### config.mk
export PLATFORM = sky130hd
export DESIGN_NAME = byte_ea_unit
export DESIGN_NICKNAME = d
export VERILOG_FILES = /design/src/rtl/bea_pkg.sv /design/src/rtl/bea_addr_calc.sv /design/src/rtl/bea_flag_gen.sv /design/src/rtl/byte_ea_unit.sv
export SDC_FILE = /design/constraint.sdc
export NUM_CORES = 1
export LEC_CHECK = 0
export BUFFER_PORTS_ARGS = -buffer_cell sky130_fd_sc_hd__buf_2
export CAP_MARGIN = 20
export CORE_AREA = 8 8 257 259
export DETAILED_ROUTE_END_ITERATION = 8
export DIE_AREA = 0 0 265 267
export PLACE_DENSITY = 0.49
export SYNTH_ARGS = -nofsm -noshare
export SYNTH_HDL_FRONTEND = slang
export SYNTH_SLANG_ARGS = --single-unit
### constraint.sdc
create_clock -name clk -period 1.2 [get_ports clk]
set_input_delay 0 -clock clk [delete_from_list [all_inputs] [get_ports clk]]
set_output_delay 0 -clock clk [all_outputs]
set_load 0.01 [all_outputs]
### src/rtl/bea_pkg.sv
package bea_pkg;
  localparam int MODE_W = 5;

  typedef enum logic [MODE_W-1:0] {
    AM_IND     = 5'd0,
    AM_POSTINC = 5'd1,
    AM_POSTDEC = 5'd2,
    AM_PREINC  = 5'd3,
    AM_PREDEC  = 5'd4,
    AM_DISP2   = 5'd5,
    AM_DISP16  = 5'd6,
    AM_DISP32  = 5'd7,
    AM_IDXB16  = 5'd8,
    AM_IDXW16  = 5'd9,
    AM_IDXL16  = 5'd10,
    AM_IDXB32  = 5'd11,
    AM_IDXW32  = 5'd12,
    AM_IDXL32  = 5'd13,
    AM_ABS8    = 5'd14,
    AM_ABS16   = 5'd15,
    AM_ABS32   = 5'd16
  } addr_mode_e;

  localparam int FLG_C = 0;
  localparam int FLG_V = 1;
  localparam int FLG_Z = 2;
  localparam int FLG_N = 3;
  localparam int FLG_H = 4;
  localparam int FLG_W = 5;
endpackage

### src/rtl/bea_addr_calc.sv
module bea_addr_calc
  import bea_pkg::*;
#(
  parameter int AW = 32
) (
  input  logic [MODE_W-1:0] mode,
  input  logic [AW-1:0]     reg_val,
  input  logic [AW-1:0]     field,
  input  logic [AW-1:0]     sbase,
  output logic [AW-1:0]     ea,
  output logic              wb_en,
  output logic [AW-1:0]     wb_val
);
  localparam logic [AW-1:0] ONE = AW'(1);

  logic [AW-1:0] fld_s16;
  logic [AW-1:0] fld_z8;
  logic [AW-1:0] fld_z2;
  logic [AW-1:0] idx_b;
  logic [AW-1:0] idx_w;
  logic [AW-1:0] inc_v;
  logic [AW-1:0] dec_v;

  always_comb begin
    fld_s16 = {{(AW-16){field[15]}}, field[15:0]};
    fld_z8  = {{(AW-8){1'b0}}, field[7:0]};
    fld_z2  = {{(AW-2){1'b0}}, field[1:0]};
    idx_b   = {{(AW-8){1'b0}}, reg_val[7:0]};
    idx_w   = {{(AW-16){1'b0}}, reg_val[15:0]};
    inc_v   = reg_val + ONE;
    dec_v   = reg_val - ONE;
  end

  always_comb begin
    ea     = '0;
    wb_en  = 1'b0;
    wb_val = reg_val;
    case (mode)
      AM_IND:     ea = reg_val;
      AM_POSTINC: begin ea = reg_val; wb_en = 1'b1; wb_val = inc_v; end
      AM_POSTDEC: begin ea = reg_val; wb_en = 1'b1; wb_val = dec_v; end
      AM_PREINC:  begin ea = inc_v;   wb_en = 1'b1; wb_val = inc_v; end
      AM_PREDEC:  begin ea = dec_v;   wb_en = 1'b1; wb_val = dec_v; end
      AM_DISP2:   ea = reg_val + fld_z2;
      AM_DISP16:  ea = reg_val + fld_s16;
      AM_DISP32:  ea = reg_val + field;
      AM_IDXB16:  ea = idx_b + fld_s16;
      AM_IDXW16:  ea = idx_w + fld_s16;
      AM_IDXL16:  ea = reg_val + fld_s16;
      AM_IDXB32:  ea = idx_b + field;
      AM_IDXW32:  ea = idx_w + field;
      AM_IDXL32:  ea = reg_val + field;
      AM_ABS8:    ea = sbase + fld_z8;
      AM_ABS16:   ea = fld_s16;
      AM_ABS32:   ea = field;
      default:    ea = '0;
    endcase
  end
endmodule

### src/rtl/bea_flag_gen.sv
module bea_flag_gen
  import bea_pkg::*;
#(
  parameter int DW = 8
) (
  input  logic [DW-1:0]    data,
  input  logic [FLG_W-1:0] flags_in,
  output logic [FLG_W-1:0] flags_out
);
  always_comb begin
    flags_out        = flags_in;
    flags_out[FLG_N] = data[DW-1];
    flags_out[FLG_Z] = (data == '0);
    flags_out[FLG_V] = 1'b0;
  end
endmodule

### src/rtl/byte_ea_unit.sv
module byte_ea_unit
  import bea_pkg::*;
#(
  parameter int AW = 32,
  parameter int DW = 8,
  parameter int RI = 3
) (
  input  logic              clk,
  input  logic              rst_n,
  input  logic              op_valid,
  input  logic [4:0]        src_mode,
  input  logic [RI-1:0]     src_reg_idx,
  input  logic [AW-1:0]     src_reg_val,
  input  logic [AW-1:0]     src_field,
  input  logic              dst_en,
  input  logic [4:0]        dst_mode,
  input  logic [RI-1:0]     dst_reg_idx,
  input  logic [AW-1:0]     dst_reg_val,
  input  logic [AW-1:0]     dst_field,
  input  logic [AW-1:0]     short_base,
  input  logic [DW-1:0]     move_byte,
  input  logic [4:0]        flags_in,
  output logic              res_valid,
  output logic [AW-1:0]     src_ea,
  output logic              src_wb_en,
  output logic [AW-1:0]     src_wb_val,
  output logic [AW-1:0]     dst_ea,
  output logic              dst_wb_en,
  output logic [AW-1:0]     dst_wb_val,
  output logic [4:0]        flags_out
);
  localparam int NCH = 2;
  localparam int SRC = 0;
  localparam int DST = 1;

  logic [NCH-1:0][MODE_W-1:0] ch_mode;
  logic [NCH-1:0][AW-1:0]     ch_reg;
  logic [NCH-1:0][AW-1:0]     ch_fld;
  logic [NCH-1:0][AW-1:0]     ch_ea;
  logic [NCH-1:0]             ch_wen;
  logic [NCH-1:0][AW-1:0]     ch_wval;
  logic [FLG_W-1:0]           flg_d;

  assign ch_mode[SRC] = src_mode;
  assign ch_mode[DST] = dst_mode;
  assign ch_reg[SRC]  = src_reg_val;
  assign ch_reg[DST]  = dst_reg_val;
  assign ch_fld[SRC]  = src_field;
  assign ch_fld[DST]  = dst_field;

  for (genvar g = 0; g < NCH; g++) begin : g_ch
    bea_addr_calc #(.AW(AW)) calc_i (
      .mode    (ch_mode[g]),
      .reg_val (ch_reg[g]),
      .field   (ch_fld[g]),
      .sbase   (short_base),
      .ea      (ch_ea[g]),
      .wb_en   (ch_wen[g]),
      .wb_val  (ch_wval[g])
    );
  end

  bea_flag_gen #(.DW(DW)) flag_i (
    .data      (move_byte),
    .flags_in  (flags_in),
    .flags_out (flg_d)
  );

  // Writeback arbitration: destination wins a same-register collision.
  logic dst_wen_d;
  logic src_wen_d;
  logic same_reg;

  always_comb begin
    same_reg  = (src_reg_idx == dst_reg_idx);
    dst_wen_d = op_valid & dst_en & ch_wen[DST];
    src_wen_d = op_valid & ch_wen[SRC] & ~(dst_wen_d & same_reg);
  end

  // Control state: updated every cycle.
  always_ff @(posedge clk or negedge rst_n) begin
    if (!rst_n) begin
      res_valid <= 1'b0;
      src_wb_en <= 1'b0;
      dst_wb_en <= 1'b0;
    end else begin
      res_valid <= op_valid;
      src_wb_en <= src_wen_d;
      dst_wb_en <= dst_wen_d;
    end
  end

  // Data state: loaded only when an operation is presented.
  always_ff @(posedge clk or negedge rst_n) begin
    if (!rst_n) begin
      src_ea     <= '0;
      src_wb_val <= '0;
      dst_ea     <= '0;
      dst_wb_val <= '0;
      flags_out  <= '0;
    end else if (op_valid) begin
      src_ea     <= ch_ea[SRC];
      src_wb_val <= ch_wval[SRC];
      dst_ea     <= ch_ea[DST];
      dst_wb_val <= ch_wval[DST];
      flags_out  <= flg_d;
    end
  end
endmodule

==> results.cfg <==
[run_status]
run_status = finished with violations
failed_checks = setup timing

[layout]
postLayoutCoreUtil_pct = 61.8
post-route-cell-area_mm2 = 0.0384
most_common_cell_after_layout_fill_and_taps_aside = sky130_fd_sc_hd__buf_4
register_area_mm2 = 0.00338
multi_input_comb_area_mm2 = 0.0202
num-fill-cells = 5487
finish.cell_count_without_fillers = 5032
layout.nets = 4536
post_route_cells_drive_above_1_share_pct = 53.4
most-common-layout-cells = 1077 x sky130_fd_sc_hd__buf_4, 292 x sky130_fd_sc_hd__buf_2, 214 x sky130_fd_sc_hd__nand2_1
flow.area_growth_from_synthesis_pct = 89.7

[sta]
fin_crit_ns = 2.68
skew_ns = 0
sum_neg_setup_slack_ns = -102.27
slew-limit-headroom_pct = 53.1
layout_setup_ws_ns = -1.48
final-setup-viol-count = 130
grt_setup_unrepaired = true
tightestPinTransition_ns = 0.696
finalMaxSlewViolations = 0
post-route-period-util_pct = 223
timing.final.hold_violations = 0
maximum_operating_frequency_ghz = 0.373

[job]
maxCapViolCount = 0

[yosys]
synthesis.area_per_instance_um2 = 7.42
syn-cell-area_mm2 = 0.0203
post_synth_inst_count = 2731
synth_async_sr_flop_share_pct = 100
synth_warnings = 0
yosys_register_bits = 135
synthDistinctLibCells = 91
synth_edf_count = 0
ys_seq_area_share_pct = 16.7
synth_top_flop_cell = sky130_fd_sc_hd__dfrtp_1
synth_fp_nets = 3056

[critical_path]
worst-endpoint-arrival_ns = 3.07
timing.setup.critical_path_class = in -> reg
critical_path.startpoint = src_mode[3]
start_kind = input pin
sort_of_element_at_the_end_of_the_critical_path = flip-flop
worst_ep_required_time_ns = 1.59
timing.critical_path.slowest_cell_delay_ns = 0.37
timing.critical_path.cells = buf_8 -> nor2b_4 -> nand3b_1 -> a21oi_2 -> buf_6 -> and2_4 -> ha_4 -> o21a_1 -> or2_4 -> a41o_1 -> a21oi_4 -> nor4_4 -> o31a_1 -> xor2_1 -> a211oi_1 -> o221ai_1
crit_path_max_fanout = 7
r2r-start = dst_ea[12]
worst_path_max_delay_cell = sky130_fd_sc_hd__o31a_1

[drt]
finalWirelength_um = 125000
drt-pass1-iter-count = 8
drt_iter0_drc = 2361
post_drt_via_cell_ratio = 5.79
detail-route-antenna-nets = 0
wire_per_inst_um = 24.8
num_vias = 29100
drc = 0

[global_route]
grt_first_pass_wirelength_um = 185000
grt_overflow_total = 0
vias_in_the_first_global_route = 29700
antenna_found_initial = 11
maximum_number_of_pins_on_one_net_before_global_route_repair = 37
grtUsageTotal_pct = 33.9

[cts]
tritoncts.num_buffers = 17
clk_root_buffer_cell = sky130_fd_sc_hd__clkbuf_16
tritoncts_num_sinks = 135
clk_transition_reported_paths_ns = 0.08
insertion_delay_ns = 0.50
cts_tree = yes
max-clock-path-buffers = 2
clock_tree.htree_level_count = 4

[pwr]
p_total_w = 0.0240
power.static_leakage_nw = 17.7
power_density_mw_per_mm2 = 624
irDropWorstVdd_v = 0.00106

[place]
io_buffers = 324
place.gp.congestion = 1.02
dp_cells = 4798
placed_cell_area_mm2 = 0.0325
dp_hpwl_um = 100000

[floorplan]
placementRows = 92
fp.dieH_um = 267
start_util_pct = 32.6
die_area_mm2 = 0.0708
floorplan.io_pins = 329
coreArea_mm2 = 0.0622
chipWidth_um = 265

[min_path]
holdCritStartpoint = op_valid
worst_hold_path_type = in -> reg
[worst paths after layout]
check | endpoint | slack, ns | depth (start not counted)
max | src_ea[23] | -1.48 | 16
min | res_valid | 0.03 | 3
max reg2reg | dst_ea[12] | -0.60 | 6
min reg2reg | src_wb_val[1] | 0.49 | 1
max in group asynchronous | src_ea[9] | 0.20 | 4
min in group asynchronous | dst_wb_val[10] | 0.44 | 3
[flip-flops by register name (all words and copies together) (netlist names)]
name / flops
dst_ea: 32
dst_wb_val: 32
src_ea: 32
src_wb_val: 32
flags_out: 4
dst_wb_en: 1
res_valid: 1
src_wb_en: 1
[metrics by stage]
stage | hold WS [ns] | worst slack, ns
2_1_floorplan | -0.296 | -1.87
3_3_place_gp | -0.131 | -2.40
3_5_place_dp | -0.128 | -2.34
4_1_cts | 0.00652 | -1.40
5_1_grt | 0.0111 | -1.55
6_report | 0.0261 | -1.48
[worst max-delay path: cells and delay by family]
family | cells | cell delay [ns]
AO/OA/AOI/OAI | 7 | 1.65
adder cells (fa/ha/maj) | 1 | 0.20
buffers and inverters | 2 | 0.25
XOR/XNOR | 1 | 0.18
AND/OR/NAND/NOR | 5 | 0.78
[cells by family (layout without fill, tap and decap cells)]
| group | count (synthesis) | count (layout) | synth area share [%] |
|---|---|---|---|
| simple gates | 980 | 980 | 24.4 |
| compound gates | 898 | 898 | 30.1 |
| mux | 73 | 73 | 3.98 |
| buf+inv | 231 | 1724 | 4.45 |
| xor+xnor | 281 | 281 | 12.1 |
| flops | 135 | 135 | 16.7 |
| fa+ha+maj | 132 | 132 | 8.30 |
| other cells | 1 | 10 | 0.0185 |
[cell type report]
| type | count | share of cell area (%) |
|---|---|---|
| clock buffer | 18 | 1.14 |
| tap | 799 | 2.60 |
| clock inverter | 14 | 0.426 |
| antenna | 9 | 0.0586 |
| inverter | 47 | 0.563 |
| sequential | 135 | 8.79 |
| timing repair buffer | 1645 | 34.0 |
| multi-input combinational | 2365 | 52.4 |
[Yosys cell counts, types with 13 or more instances]
| master | number | area (um2) |
|---|---|---|
| sky130_fd_sc_hd__o21ai_0 | 138 | 691 |
| sky130_fd_sc_hd__a31oi_1 | 32 | 200 |
| sky130_fd_sc_hd__a41oi_1 | 13 | 114 |
| sky130_fd_sc_hd__xor2_1 | 117 | 1020 |
| sky130_fd_sc_hd__mux2_2 | 61 | 687 |
| sky130_fd_sc_hd__a221oi_1 | 26 | 228 |
| sky130_fd_sc_hd__nor2_1 | 209 | 785 |
| sky130_fd_sc_hd__and3_1 | 49 | 307 |
| sky130_fd_sc_hd__a222oi_1 | 13 | 130 |
| sky130_fd_sc_hd__o221ai_1 | 25 | 219 |
| sky130_fd_sc_hd__a21o_1 | 84 | 631 |
| sky130_fd_sc_hd__a22oi_1 | 36 | 270 |
| sky130_fd_sc_hd__dfrtp_1 | 135 | 3380 |
| sky130_fd_sc_hd__nor4_1 | 35 | 219 |
| sky130_fd_sc_hd__ha_1 | 128 | 1600 |
| sky130_fd_sc_hd__nand2_1 | 247 | 927 |
| sky130_fd_sc_hd__inv_1 | 45 | 169 |
| sky130_fd_sc_hd__o2bb2ai_1 | 20 | 175 |
| sky130_fd_sc_hd__a21oi_1 | 217 | 1090 |
| sky130_fd_sc_hd__nand2b_1 | 17 | 106 |
| sky130_fd_sc_hd__xnor2_1 | 164 | 1440 |
| sky130_fd_sc_hd__nor3_1 | 85 | 425 |
| sky130_fd_sc_hd__nand3_1 | 91 | 455 |
| sky130_fd_sc_hd__o21a_1 | 14 | 105 |
| sky130_fd_sc_hd__a211oi_1 | 40 | 300 |
| sky130_fd_sc_hd__o22ai_1 | 38 | 238 |
| sky130_fd_sc_hd__o211ai_1 | 36 | 270 |
| sky130_fd_sc_hd__and2_1 | 59 | 369 |
| sky130_fd_sc_hd__a2111oi_0 | 15 | 131 |
| sky130_fd_sc_hd__clkbuf_1 | 163 | 612 |
| sky130_fd_sc_hd__a221o_1 | 24 | 240 |
| sky130_fd_sc_hd__or3_1 | 21 | 131 |
| sky130_fd_sc_hd__o21bai_1 | 13 | 97.6 |
| sky130_fd_sc_hd__nor2b_1 | 35 | 219 |
| sky130_fd_sc_hd__nand4_1 | 56 | 350 |
[power breakdown]
group	internal [W]	switching [W]	total, W
combinational	0.00610	0.00656	0.0127
clock	0.00317	0.00286	0.00602
sequential	0.00500	0.000299	0.00530
total	0.0143	0.00971	0.0240
[metal layers]
metal	track usage [%]	share of wire, %	vias to the layer above
li1	-	-	13300
met1	41.1	41	14400
met2	59.6	49	1196
met3	4.61	6.0	284
met4	14.8	4.5	4
met5	0	0.019	-
[timing repair]
| item | in CTS | in global routing |
|---|---|---|
| pin swaps | 278 | 169 |
| setup buffers | 128 | 59 |
| gates resized for setup | 599 | 198 |
| hold buffers | 39 | 5 |
| cloned | 2 | 0 |
| hold endpoints to repair | 162 | 12 |
| endpoints found under the setup margin | 143 | 146 |
Power figures use the tool's default switching activity.
